===== src/rtl/scanline_irq_pkg.sv =====
package scanline_irq_pkg;
  typedef enum logic [2:0] {
    CMD_NONE,
    CMD_LATCH,
    CMD_RELOAD,
    CMD_DISARM,
    CMD_ARM
  } irq_cmd_e;
endpackage


===== src/rtl/irq_wr_decode.sv =====
module irq_wr_decode
  import scanline_irq_pkg::*;
#(
  parameter int ADDR_W = 16
) (
  input  logic              wr_en_i,
  input  logic [ADDR_W-1:0] addr_i,
  output irq_cmd_e          cmd_o
);
  logic [2:0] region;
  logic       unused_addr;

  assign region      = addr_i[ADDR_W-1:ADDR_W-3];
  assign unused_addr = ^addr_i[ADDR_W-4:1];

  always_comb begin
    cmd_o = CMD_NONE;
    if (wr_en_i) begin
      unique case ({region, addr_i[0]})
        4'b1100: cmd_o = CMD_LATCH;
        4'b1101: cmd_o = CMD_RELOAD;
        4'b1110: cmd_o = CMD_DISARM;
        4'b1111: cmd_o = CMD_ARM;
        default: cmd_o = CMD_NONE;
      endcase
    end
  end
endmodule


===== src/rtl/irq_ctrl_regs.sv =====
module irq_ctrl_regs
  import scanline_irq_pkg::*;
#(
  parameter int CNT_W = 8
) (
  input  logic             clk_i,
  input  logic             rst_ni,
  input  irq_cmd_e         cmd_i,
  input  logic [CNT_W-1:0] data_i,
  input  logic             tick_i,
  output logic [CNT_W-1:0] latch_o,
  output logic             arm_o,
  output logic             ack_o,
  output logic             load_o,
  output logic [CNT_W-1:0] load_val_o
);
  logic [CNT_W-1:0] latch_q;
  logic             pend_q, post_dis_q, arm_q;
  logic             direct_ld;

  assign direct_ld = (cmd_i == CMD_LATCH) && post_dis_q;
  assign load_o    = (cmd_i == CMD_RELOAD) || direct_ld ||
                     ((cmd_i == CMD_ARM) && pend_q);
  // direct path bypasses the latch register
  assign load_val_o = direct_ld ? data_i : latch_q;
  assign ack_o      = (cmd_i == CMD_DISARM);
  assign latch_o    = latch_q;
  assign arm_o      = arm_q;

  always_ff @(posedge clk_i or negedge rst_ni) begin
    if (!rst_ni) begin
      latch_q    <= '0;
      pend_q     <= 1'b0;
      post_dis_q <= 1'b0;
      arm_q      <= 1'b0;
    end else begin
      if (cmd_i == CMD_LATCH) begin
        latch_q <= data_i;
        pend_q  <= !post_dis_q;
      end
      if (cmd_i == CMD_DISARM) arm_q <= 1'b0;
      else if (cmd_i == CMD_ARM) arm_q <= 1'b1;
      if (cmd_i == CMD_DISARM) post_dis_q <= 1'b1;
      else if (tick_i) post_dis_q <= 1'b0;
    end
  end
endmodule


===== src/rtl/irq_down_counter.sv =====
module irq_down_counter #(
  parameter int CNT_W = 8
) (
  input  logic             clk_i,
  input  logic             rst_ni,
  input  logic             load_i,
  input  logic [CNT_W-1:0] load_val_i,
  input  logic             count_i,
  input  logic             arm_i,
  input  logic             ack_i,
  output logic [CNT_W-1:0] cnt_o,
  output logic             irq_o
);
  logic [CNT_W-1:0] cnt_q;
  logic             irq_q, hit;

  assign hit   = !load_i && count_i && (cnt_q == CNT_W'(1));
  assign cnt_o = cnt_q;
  assign irq_o = irq_q;

  always_ff @(posedge clk_i or negedge rst_ni) begin
    if (!rst_ni) begin
      cnt_q <= '0;
      irq_q <= 1'b0;
    end else begin
      if (load_i) cnt_q <= load_val_i;
      else if (count_i && (cnt_q != '0)) cnt_q <= cnt_q - 1'b1;
      if (ack_i) irq_q <= 1'b0;
      else if (hit && arm_i) irq_q <= 1'b1;
    end
  end
endmodule


===== src/rtl/scanline_irq_counter.sv =====
module scanline_irq_counter
  import scanline_irq_pkg::*;
#(
  parameter int ADDR_W    = 16,
  parameter int CNT_W     = 8,
  parameter int LINE_W    = 9,
  parameter int LAST_LINE = 239
) (
  input  logic              clk_i,
  input  logic              rst_ni,
  input  logic              wr_en_i,
  input  logic [ADDR_W-1:0] wr_addr_i,
  input  logic [CNT_W-1:0]  wr_data_i,
  input  logic              line_tick_i,
  input  logic [LINE_W-1:0] line_num_i,
  input  logic              render_en_i,
  output logic              irq_o
);
  localparam logic [LINE_W-1:0] LastL = LINE_W'(LAST_LINE);

  irq_cmd_e         cmd;
  logic [CNT_W-1:0] latch, load_val, cnt;
  logic             arm, ack, load, count_en;

  assign count_en = line_tick_i && render_en_i && (line_num_i <= LastL);

  irq_wr_decode #(.ADDR_W(ADDR_W)) u_dec (
    .wr_en_i(wr_en_i),
    .addr_i (wr_addr_i),
    .cmd_o  (cmd)
  );

  irq_ctrl_regs #(.CNT_W(CNT_W)) u_ctrl (
    .clk_i     (clk_i),
    .rst_ni    (rst_ni),
    .cmd_i     (cmd),
    .data_i    (wr_data_i),
    .tick_i    (line_tick_i),
    .latch_o   (latch),
    .arm_o     (arm),
    .ack_o     (ack),
    .load_o    (load),
    .load_val_o(load_val)
  );

  irq_down_counter #(.CNT_W(CNT_W)) u_cnt (
    .clk_i     (clk_i),
    .rst_ni    (rst_ni),
    .load_i    (load),
    .load_val_i(load_val),
    .count_i   (count_en),
    .arm_i     (arm),
    .ack_i     (ack),
    .cnt_o     (cnt),
    .irq_o     (irq_o)
  );
endmodule


===== config.mk =====
export PLATFORM = sky130hd
export DESIGN_NAME = scanline_irq_counter
export DESIGN_NICKNAME = d
export VERILOG_FILES = /design/src/rtl/scanline_irq_pkg.sv /design/src/rtl/irq_wr_decode.sv /design/src/rtl/irq_ctrl_regs.sv /design/src/rtl/irq_down_counter.sv /design/src/rtl/scanline_irq_counter.sv
export SDC_FILE = /design/constraint.sdc
export NUM_CORES = 1
export LEC_CHECK = 0
export BUFFER_PORTS_ARGS = -buffer_cell sky130_fd_sc_hd__buf_2
export CAP_MARGIN = 20
export CORE_MARGIN = 2
export CORE_UTILIZATION = 44
export CTS_CLUSTER_DIAMETER = 100
export DETAILED_ROUTE_END_ITERATION = 16
export PLACE_DENSITY = 0.71
export SYNTH_ARGS = -nofsm -noshare
export SYNTH_HDL_FRONTEND = slang
export SYNTH_HIERARCHICAL = 1
export SYNTH_SLANG_ARGS = --single-unit
export TNS_END_PERCENT = 10

===== constraint.sdc =====
create_clock -name clk_i -period 2.3 [get_ports clk_i]
set_input_delay 0.345 -clock clk_i [delete_from_list [all_inputs] [get_ports clk_i]]
set_output_delay 0.345 -clock clk_i [all_outputs]
set_load 0.03 [all_outputs]

==> results of run 1 <==
## worst min-delay path by stage
| stage | startpoint | end | slack, ps | cells after the start |
|---|---|---|---|---|
| after floorplan | rst_ni | u_cnt/cnt_o[0]$_DFFE_PN0P_ | 50 | 0 |
| after global placement | rst_ni | u_ctrl/arm_o$_DFFE_PN0P_ | 320 | 1 |
| after detailed placement | rst_ni | u_ctrl/arm_o$_DFFE_PN0P_ | 320 | 1 |
| after CTS | line_tick_i | u_ctrl/post_dis_q$_DFFE_PN0P_ | 200 | 2 |
| after global routing | line_tick_i | u_ctrl/post_dis_q$_DFFE_PN0P_ | 210 | 2 |
| final | line_tick_i | u_ctrl/post_dis_q$_DFFE_PN0P_ | 210 | 2 |
## critical path, cell delays in order
cell and delay [ps]:
buf_2 80, nand3_1 120, nor2_1 290, nor4bb_1 360, a21oi_1 100, o31ai_2 160
inv_1 350, o2111ai_1 180, o211ai_1 120
## Yosys cell counts (all sizes together), types with 2 or more instances
library cell / n
or2: 2
ha: 2
or4: 6
dfrtp: 20
mux2: 17
inv: 8
o21ai: 5
nor2: 11
nor3b: 2
a211o: 2
clkbuf: 2
a31oi: 5
a21oi: 3
o211ai: 3
nand2: 10
## area by class of cell
cell class	count	share of cell area
multi-input cells	85	0.452
flip-flops and latches	20	0.352
repair buffers	28	0.111
well taps	30	0.0264
clock inverters	1	0.0211
inverters	8	0.0211
clock buffers	3	0.0159
## power groups by stage
stage          sequential (mW)  clock [mW]  combinational (mW)
2_1_floorplan            0.540           0               0.257
3_3_place_gp             0.561           0               0.331
3_5_place_dp             0.569           0               0.349
4_1_cts                  0.563       0.296               0.354
5_1_grt                  0.584       0.311               0.390
6_report                 0.564       0.284               0.356
## per-layer routing
layer  part of all wire  global-route usage  routed length, um  up-vias
met3              0.041              0.0279                104        2
met4             0.0040              0.0510                 10        0
met5                  0                   0                  0        -
met1               0.45               0.207               1140      495
met2               0.50               0.301               1260       24
li1                   -                   -                  -      497
## flip-flops by register name, indices dropped and copies added (netlist names)
register and count:
u_cnt/cnt_o 8, u_ctrl/arm_o 1, u_ctrl/latch_o 8, u_cnt/irq_o 1
u_ctrl/post_dis_q 1, u_ctrl/pend_q 1
## cell families after synthesis
kind of cell / share of synthesized area
XOR/XNOR: 0.00740
AO/OA/AOI/OAI: 0.147
adder cells (fa/ha/maj): 0.0211
multiplexers: 0.162
AND/OR/NAND/NOR: 0.201
flip-flops: 0.423
buffers and inverters: 0.0391
## repair_timing
| item | 4_1_cts | 5_1_grt |
|---|---|---|
| hold buffers | 1 | 0 |
| endpoints found under the setup margin | 0 | 1 |
| hold endpoints to repair | 20 | 0 |
| gates resized for setup | 0 | 1 |
## through the flow
| stage | cells | hold slack, ps |
|---|---|---|
| detailed placement | 170 | 323 |
| CTS | 175 | 202 |
| global route | 175 | 205 |
| finish | 175 | 213 |
| global placement | 170 | 315 |
| floorplan | 116 | 49.4 |
==> results.md, run 1 <==
* Static Leak at roughly 0.60 nW
* WP data required at between 2000 and 2500 ps
* RD Place Congestion at between 0.8 and 0.9
* Vias per cell at 5.82
* Detailed Route WL at 2510 um
* Vias in the first global route at just under 1000
* CTS tree: done
* Worst EP arrival at 2100 ps
* Worst min path class: in2reg
* Switching power total at a little under 0.4 mW
* Hold Fails Final Rpt at 0
* Most common cell after layout, fill and taps aside: buf_2
* Synth async-reset ratio at 1.00
* Status: finished, final reports clean
* H-tree levels at 1
* Synthesized instance count at roughly 120
* DP HPWL at between 1500 and 2000 um
* Global-route usage over all layers at 0.168
* Area of the multi-input gates at around 640 sq um
* P per Cell Area at between 800 and 900 mW/mm^2
* Clock sink count at 20
* Final Slew Violations at 0
* Setup violators final at 0
* First element of the critical path: wr_addr_i[15]
* Reg2Reg Depth at 4
* Yosys warns at 6
* Vias after detailed routing at between 1000 and 1500
* Relative slew slack at 0.601
* Fillers at around 220
* TritonRoute pass-1 iters at 4
* DIE HEIGHT at roughly 56 um
* Sw Share at 0.323
* Register area at 500 sq um
* Post-CTS setup buffers at 0
* IO buf count at 22
* Critical R2R Capture: u_cnt/cnt_o[1]$_DFFE_PN0P_
* Die Width at between 50 and 60 um
* Placed Area at between 0.001 and 0.0015 sq mm
* Predominant post-synthesis flop cell: dfrtp_1
* RSZ-0062 raised after global routing: false
* Most frequent cells in the layout: 22 x buf_2, 20 x dfrtp_1, 17 x mux2_2, 11 x nor2_1, 10 x nand2_1
* Final worst slack at between 300 and 400 ps
* Grt ovf at 0
* Fin util at 0.563
* Reg clk slew, reported paths at ~110 ps
* Max_cap viols at 0
* Largest net degree at the start of global routing at 21
* Cell Area, Synth at between 0.001 and 0.0015 sq mm
* Flip-flop and latch count after synthesis at 20
* Max Fanout on Critical Path at 14
* # IOs at 39
* Clock share of power at 0.236
* Total power at around 1.2 mW
* Max clock buf depth at 2
* Antenna Violating Nets Remaining at 0
* Area leader, netlist: dfrtp_1
* Register share of total power at 0.468
* Clk Latency, worst-skew pair at a little under 300 ps
* Per-cell routed wire length at about 14 um
* CP endpoint kind: register
* Initial antenna violation count at 0
* Worst Tran Pin Value at between 500 and 600 ps
* CTS Buf Count at 3
* Final period util at 0.832
* Setup WS pre-CTS at -129 ps
* R2R setup slack at 400 ps
* Synth top area cells: dfrtp_1 42%, mux2_2 16%, nor2_1 3.5%
* Critical path type: in2reg
* Core area at about 0.0025 sq mm
* Diodes inserted at 0
* Combinational cell fraction of total power at 0.296
* First-pass GRT wire length at about 4200 um
* Setup crit start kind: input port
* Crit path capture: u_cnt/cnt_o[0]$_DFFE_PN0P_
* Pint at 0.816 mW
* Site row count at 18
* Final #Nets at ~190
* Synth unique cells at 36
* FF-to-FF Start: u_cnt/cnt_o[4]$_DFFE_PN0P_
* Final instance area at 0.00142 sq mm
* Synth-to-Final Area Change at 20.0%
* Post-synthesis sequential area ratio at 0.423
* Max Clock Skew at just over 0.6 ps
* Full die area at roughly 0.0031 sq mm
* DRC at 0
* Post-synth EDFFs at 0
* Mapped Nets at ~160
* Starting Density at 0.469
* Drt initial violations at 42
* CTS Root Buffer Type: clkbuf_4
* TNS Setup at 0 ps
* Min Clock Period, post-route at roughly 1900 ps
* VDD IR max at roughly 490 uV
* Syn Area/Cell at a little over 10 sq um
* Max frequency at 0.522 GHz
* Share of cells above drive strength 1 at 0.400
* Top-area cell type share of the netlist area at 0.423
(Power assumes the default switching activity.)
==> run 2: changes to the inputs <==
PLACE_DENSITY = 0.74   (was 0.71)
clock period = 1.7 ns   (was 2.3 ns; I/O delays follow)
==> run 2 against run 1 <==
The flow now finishes with violations (setup timing); clock skew increased by 1.9 ps; clock power about the same; critical path depth decreased by 6; largest cell class unchanged.
==> results.md, run 2 (synthesis gave the netlist of run 1 again) <==
* Core area at roughly 0.0025 sq mm
* Initial antenna violation count at 0
* Pint at between 1 and 1.5 mW
* Static Leak at around 0.7 nW
* Clock share of power at 0.158
* Most frequent cells in the layout: 25 x buf_4, 22 x buf_2, 20 x dfrtp_1, 17 x mux2_2, 10 x nand2_1
* Die Width at about 56 um
* Failing checks: setup timing
* Max layer used: met4
* CTS Root Buffer Type: clkbuf_4
* TNS Setup at -101 ps
* DIE HEIGHT at 55.9 um
* WP data required at between 1500 and 2000 ps
* Hold_ws at 187 ps
* Fillers at 207
* Max frequency at around 0.57 GHz
* Min Clock Period, post-route at 1760 ps
* Critical path type: reg2reg
* TritonRoute pass-1 iters at 4
* Hold Fails Final Rpt at 0
* Vias after detailed routing at about 1100
* Max Clock Skew at 2.56 ps
* Full die area at approximately 0.0031 sq mm
* Final Slew Violations at 0
* Final #Nets at between 200 and 250
* P per Cell Area at between 1000 and 1500 mW/mm^2
* Fin util at 0.665
* Final period util at 1.03
* Clk Latency, worst-skew pair at 310 ps
* Routed length on met3 at around 130 um
* Sw Share at 0.341
* Post-CTS setup buffers at 0
* Reg clk slew, reported paths at roughly 110 ps
* Worst Tran Pin Value at 472 ps
* Worst EP arrival at just under 2000 ps
* Setup crit start kind: register
* Met1 Routed Length at approximately 1200 um
* CTS tree: done
* Worst min path class: in2reg
* Clock sink count at 20
* Synth-to-Final Area Change at 41.8%
* Per-cell routed wire length at 14.6 um
* Diodes inserted at 0
* CTS Buf Count at 3
* Max clock buf depth at 2
* Max_cap viols at 0
* CP endpoint kind: register
* Setup violators final at 2
* Combinational cell fraction of total power at 0.435
* Setup WS pre-CTS at -158 ps
* Register share of total power at 0.407
* Vias in the first global route at roughly 1200
* DP HPWL at 2200 um
* RD Place Congestion at around 0.8
* Vias per cell at ~5.7
* Antenna Violating Nets Remaining at 0
* Global-route usage over all layers at 0.197
* Drt initial violations at 20
* RSZ-0062 raised after global routing: true
* Most common cell after layout, fill and taps aside: buf_4
* Detailed Route WL at 2870 um
* Grt ovf at 0
* Share of cells above drive strength 1 at 0.551
* Site row count at 18
* Switching power total at slightly above 0.6 mW
* H-tree levels at 1
* Max Fanout on Critical Path at 4
* Starting Density at 0.469
* Largest net degree at the start of global routing at 21
* IO buf count at 22
* DRC at 0
* Relative slew slack at 0.685
* # IOs at 39
* First-pass GRT wire length at 4930 um
* Status: finished, violations left
* Final worst slack at -57.2 ps
* Routed wl met2 at around 1500 um
* VDD IR max at a little under 800 uV
run 2: changes by cell type in the layout (fill, tap and decap cells not counted), sizes merged:
cell    change
clkbuf      +1
buf        +22
bufinv      -1
run 2: routing by layer:
metal	GRT usage	vias up
met1	0.212	538
met4	0.0646	0
met5	0	-
li1	-	537
met2	0.372	36
met3	0.0488	6
run 2: final timing paths:
path	startpoint	end	slack, ps	cells past startpoint
worst max-delay path	u_cnt/cnt_o[3]$_DFFE_PN0P_	u_cnt/cnt_o[6]$_DFFE_PN0P_	-60	3
worst min-delay path	wr_data_i[5]	u_ctrl/latch_o[5]$_DFFE_PN0N_	190	2
worst max register to register	u_cnt/cnt_o[3]$_DFFE_PN0P_	u_cnt/cnt_o[6]$_DFFE_PN0P_	-60	3
worst min register to register	u_ctrl/latch_o[3]$_DFFE_PN0N_	u_ctrl/latch_o[3]$_DFFE_PN0N_	520	1
max in group asynchronous	rst_ni	u_cnt/cnt_o[5]$_DFFE_PN0P_	960	2
min in group asynchronous	rst_ni	u_ctrl/latch_o[1]$_DFFE_PN0N_	420	2
run 2: power groups by stage:
stage,clock network [mW],logic (mW),registers [mW]
3_3_place_gp,0,0.694,0.712
3_5_place_dp,0,0.723,0.727
4_1_cts,0.294,0.735,0.717
2_1_floorplan,0,0.365,0.732
6_report,0.282,0.778,0.728
5_1_grt,0.310,0.857,0.751
run 2: final cells by class:
class	count	area (sq um)	area share
timing repair buffer	50	339	0.202
sequential	20	500	0.298
multi-input combinational	85	734	0.438
tap	30	37.5	0.0224
clock buffer	4	36.3	0.0216
inverter	8	30.0	0.0179
run 2: metrics by stage:
stage               power [mW]  cell area (sq um)  cells
floorplan                 1.10               1250    116
global placement          1.41               1600    192
detailed placement        1.45               1600    192
CTS                       1.75               1650    197
global route              1.92               1680    197
finish                    1.79               1680    197
run 2: critical path, stage by stage, from the launching register on:
cell     delay [ps]
dfrtp_1         430
or4_2           690
or4_1           420
a31oi_1         140
run 2: timing repair:
| item | 4_1_cts | 5_1_grt |
|---|---|---|
| setup endpoints to repair | 4 | 7 |
| hold buffers | 1 | 0 |
| gates resized for setup | 2 | 6 |
| endpoints found under the hold margin | 20 | 0 |
| pin swaps | 2 | 3 |
| gates cloned | 0 | 0 |
==> run 3: changes to the inputs <==
PLACE_DENSITY = unset   (was 0.74)
PLACE_DENSITY_LB_ADDON = 0.15   (was unset)
==> run 3 against run 2 <==
Highest routed layer unchanged; hold slack about the same; clock skew increased by 3.5 ps; first-iteration DRC count increased by 25%; critical endpoint unchanged; the flow still finishes with violations (setup timing).
==> results.md, run 3 (synthesis gave the netlist of run 1 again) <==
* Hold path endpoint: u_ctrl/latch_o[2]$_DFFE_PN0N_
* Max Clock Skew at around 6 ps
* Register share of total power at 0.402
* CTS Buf Count at 3
* Vias after detailed routing at 1087
* Core area at 0.00252 sq mm
* Routed wl met2 at around 1400 um
* First-pass GRT wire length at about 4800 um
* Full die area at roughly 0.0031 sq mm
* Worst hold path cell count at 2
* WP data required at 1930 ps
* Final Slew Violations at 0
* Per-cell routed wire length at 13.5 um
* CTS tree: done
* Global-route usage over all layers at 0.187
* H-tree levels at 1
* Max clock buf depth at 2
* Sw Share at 0.333
* Die Width at approximately 56 um
* Final period util at 1.01
* Synth-to-Final Area Change at 40.5%
* RSZ-0062 raised after global routing: true
* TNS Setup at -21.9 ps
* Starting Density at 0.469
* Combinational cell fraction of total power at 0.439
* Met1 Routed Length at about 1100 um
* Final instance area at 0.00166 sq mm
* Routed length on met3 at approximately 110 um
* RD Place Congestion at between 0.7 and 0.8
* Critical R2R Capture: u_cnt/cnt_o[6]$_DFFE_PN0P_
* Vias per cell at roughly 5.6
* Detailed Route WL at around 2600 um
* Setup violators final at 1
* # IOs at 39
* R2R setup slack at -20 ps
* Switching power total at between 0.5 and 0.6 mW
* Min-delay src: wr_data_i[2]
* FF-to-FF Start: u_cnt/cnt_o[2]$_DFFE_PN0P_
* P per Cell Area at ~1100 mW/mm^2
* Clk Latency, worst-skew pair at 300 ps
* Setup WS pre-CTS at -242 ps
* Min Clock Period, post-route at around 1700 ps
* Grt ovf at 0
* Critical path type: reg2reg
* VDD IR max at about 710 uV
* Initial antenna violation count at 0
* DIE HEIGHT at between 50 and 60 um
* Placed Area at roughly 0.0016 sq mm
* Relative slew slack at 0.692
* TritonRoute pass-1 iters at 4
* Antenna Violating Nets Remaining at 0
* Largest net degree at the start of global routing at 21
* Share of cells above drive strength 1 at 0.543
* Failing checks: setup timing
* DP HPWL at slightly above 2000 um
* Max layer used: met4
* Worst EP arrival at between 1500 and 2000 ps
* Reg2Reg Depth at 3
* Clock sink count at 20
* Finished Layout Cells at approximately 190
* Reg clk slew, reported paths at between 100 and 150 ps
* Most frequent cells in the layout: 23 x buf_4, 22 x buf_2, 20 x dfrtp_1, 17 x mux2_2, 10 x nand2_1
* Site row count at 18
* IO buf count at 22
* CTS Root Buffer Type: clkbuf_4
* Pint at around 1.2 mW
* Worst Tran Pin Value at between 400 and 500 ps
* Vias in the first global route at between 1000 and 1500
* Worst min path class: in2reg
* Max frequency at between 0.5 and 0.6 GHz
* Final worst slack at -21.9 ps
* Max_cap viols at 0
* Diodes inserted at 0
* Final #Nets at slightly above 200
* DRC at 0
* CP endpoint kind: register
* Clock share of power at 0.159
* Dpl cells at 190
* Static Leak at slightly above 0.7 nW
* Setup crit start kind: register
* Max Fanout on Critical Path at 3
* Hold_ws at 186 ps
* Most common cell after layout, fill and taps aside: buf_4
* Hold Fails Final Rpt at 0
* Status: finished, violations left
* Drt initial violations at 25
==> run 3: changes by cell type in the layout (fill, tap and decap cells not counted) <==
| cell | delta |
|---|---|
| buf_4 | -2 |
| buf_6 | -1 |
| nor4bb_2 | -1 |
| nor4bb_4 | +1 |
| o311ai_0 | -1 |
| o311ai_1 | +1 |
| or4_2 | -1 |
| or4_4 | +1 |
==> run 3: power groups by stage <==
stage               Sequential [mW]  Combinational [mW]  Clock [mW]
floorplan                     0.732               0.365           0
global placement              0.710               0.709           0
detailed placement            0.717               0.728           0
CTS                           0.707               0.742       0.301
global route                  0.735               0.872       0.308
finish                        0.715               0.781       0.283
==> run 3: critical path, cell delays in order, from the launching register on <==
cell and delay (ps):
dfrtp_1 430, or4_4 520, or4_4 530, a31oi_1 170
==> run 3: worst max path at each step <==
| stage | start | endpoint | cells past startpoint |
|---|---|---|---|
| 2_1_floorplan | line_num_i[7] | u_cnt/cnt_o[7]$_DFFE_PN0P_ | 6 |
| 3_3_place_gp | wr_addr_i[0] | u_cnt/cnt_o[5]$_DFFE_PN0P_ | 11 |
| 3_5_place_dp | wr_addr_i[0] | u_cnt/cnt_o[5]$_DFFE_PN0P_ | 11 |
| 4_1_cts | u_cnt/cnt_o[3]$_DFFE_PN0P_ | u_cnt/cnt_o[6]$_DFFE_PN0P_ | 3 |
| 5_1_grt | u_cnt/cnt_o[3]$_DFFE_PN0P_ | u_cnt/cnt_o[6]$_DFFE_PN0P_ | 3 |
| 6_report | u_cnt/cnt_o[2]$_DFFE_PN0P_ | u_cnt/cnt_o[6]$_DFFE_PN0P_ | 3 |
==> run 3: per-stage QoR <==
step,power (mW),util
floorplan,1.10,-
global placement,1.42,0.629
detailed placement,1.45,0.629
CTS,1.75,0.649
global route,1.92,0.659
finish,1.78,0.659
==> run 3: layout make-up <==
type                            instances  area [sq um]
Fill cell                             226           860
Multi-Input combinational cell         85           746
Sequential cell                        20           500
Timing Repair Buffer                   47           313
Tap cell                               30          37.5
Clock buffer                            4          36.3
Inverter                                8          30.0
==> run 3: metal layers <==
metal / up-vias / global-route usage
met5: - / 0
met4: 0 / 0.0544
met3: 4 / 0.0233
met2: 30 / 0.325
met1: 522 / 0.244
li1: 531 / -
==> run 3: timing repair <==
item                                   4_1_cts  5_1_grt
setup buffers                                0        1
hold buffers                                 1        0
endpoints found under the hold margin       20        0
gates resized for setup                      3        7
pin swaps                                    2        5
setup endpoints to repair                    4        9
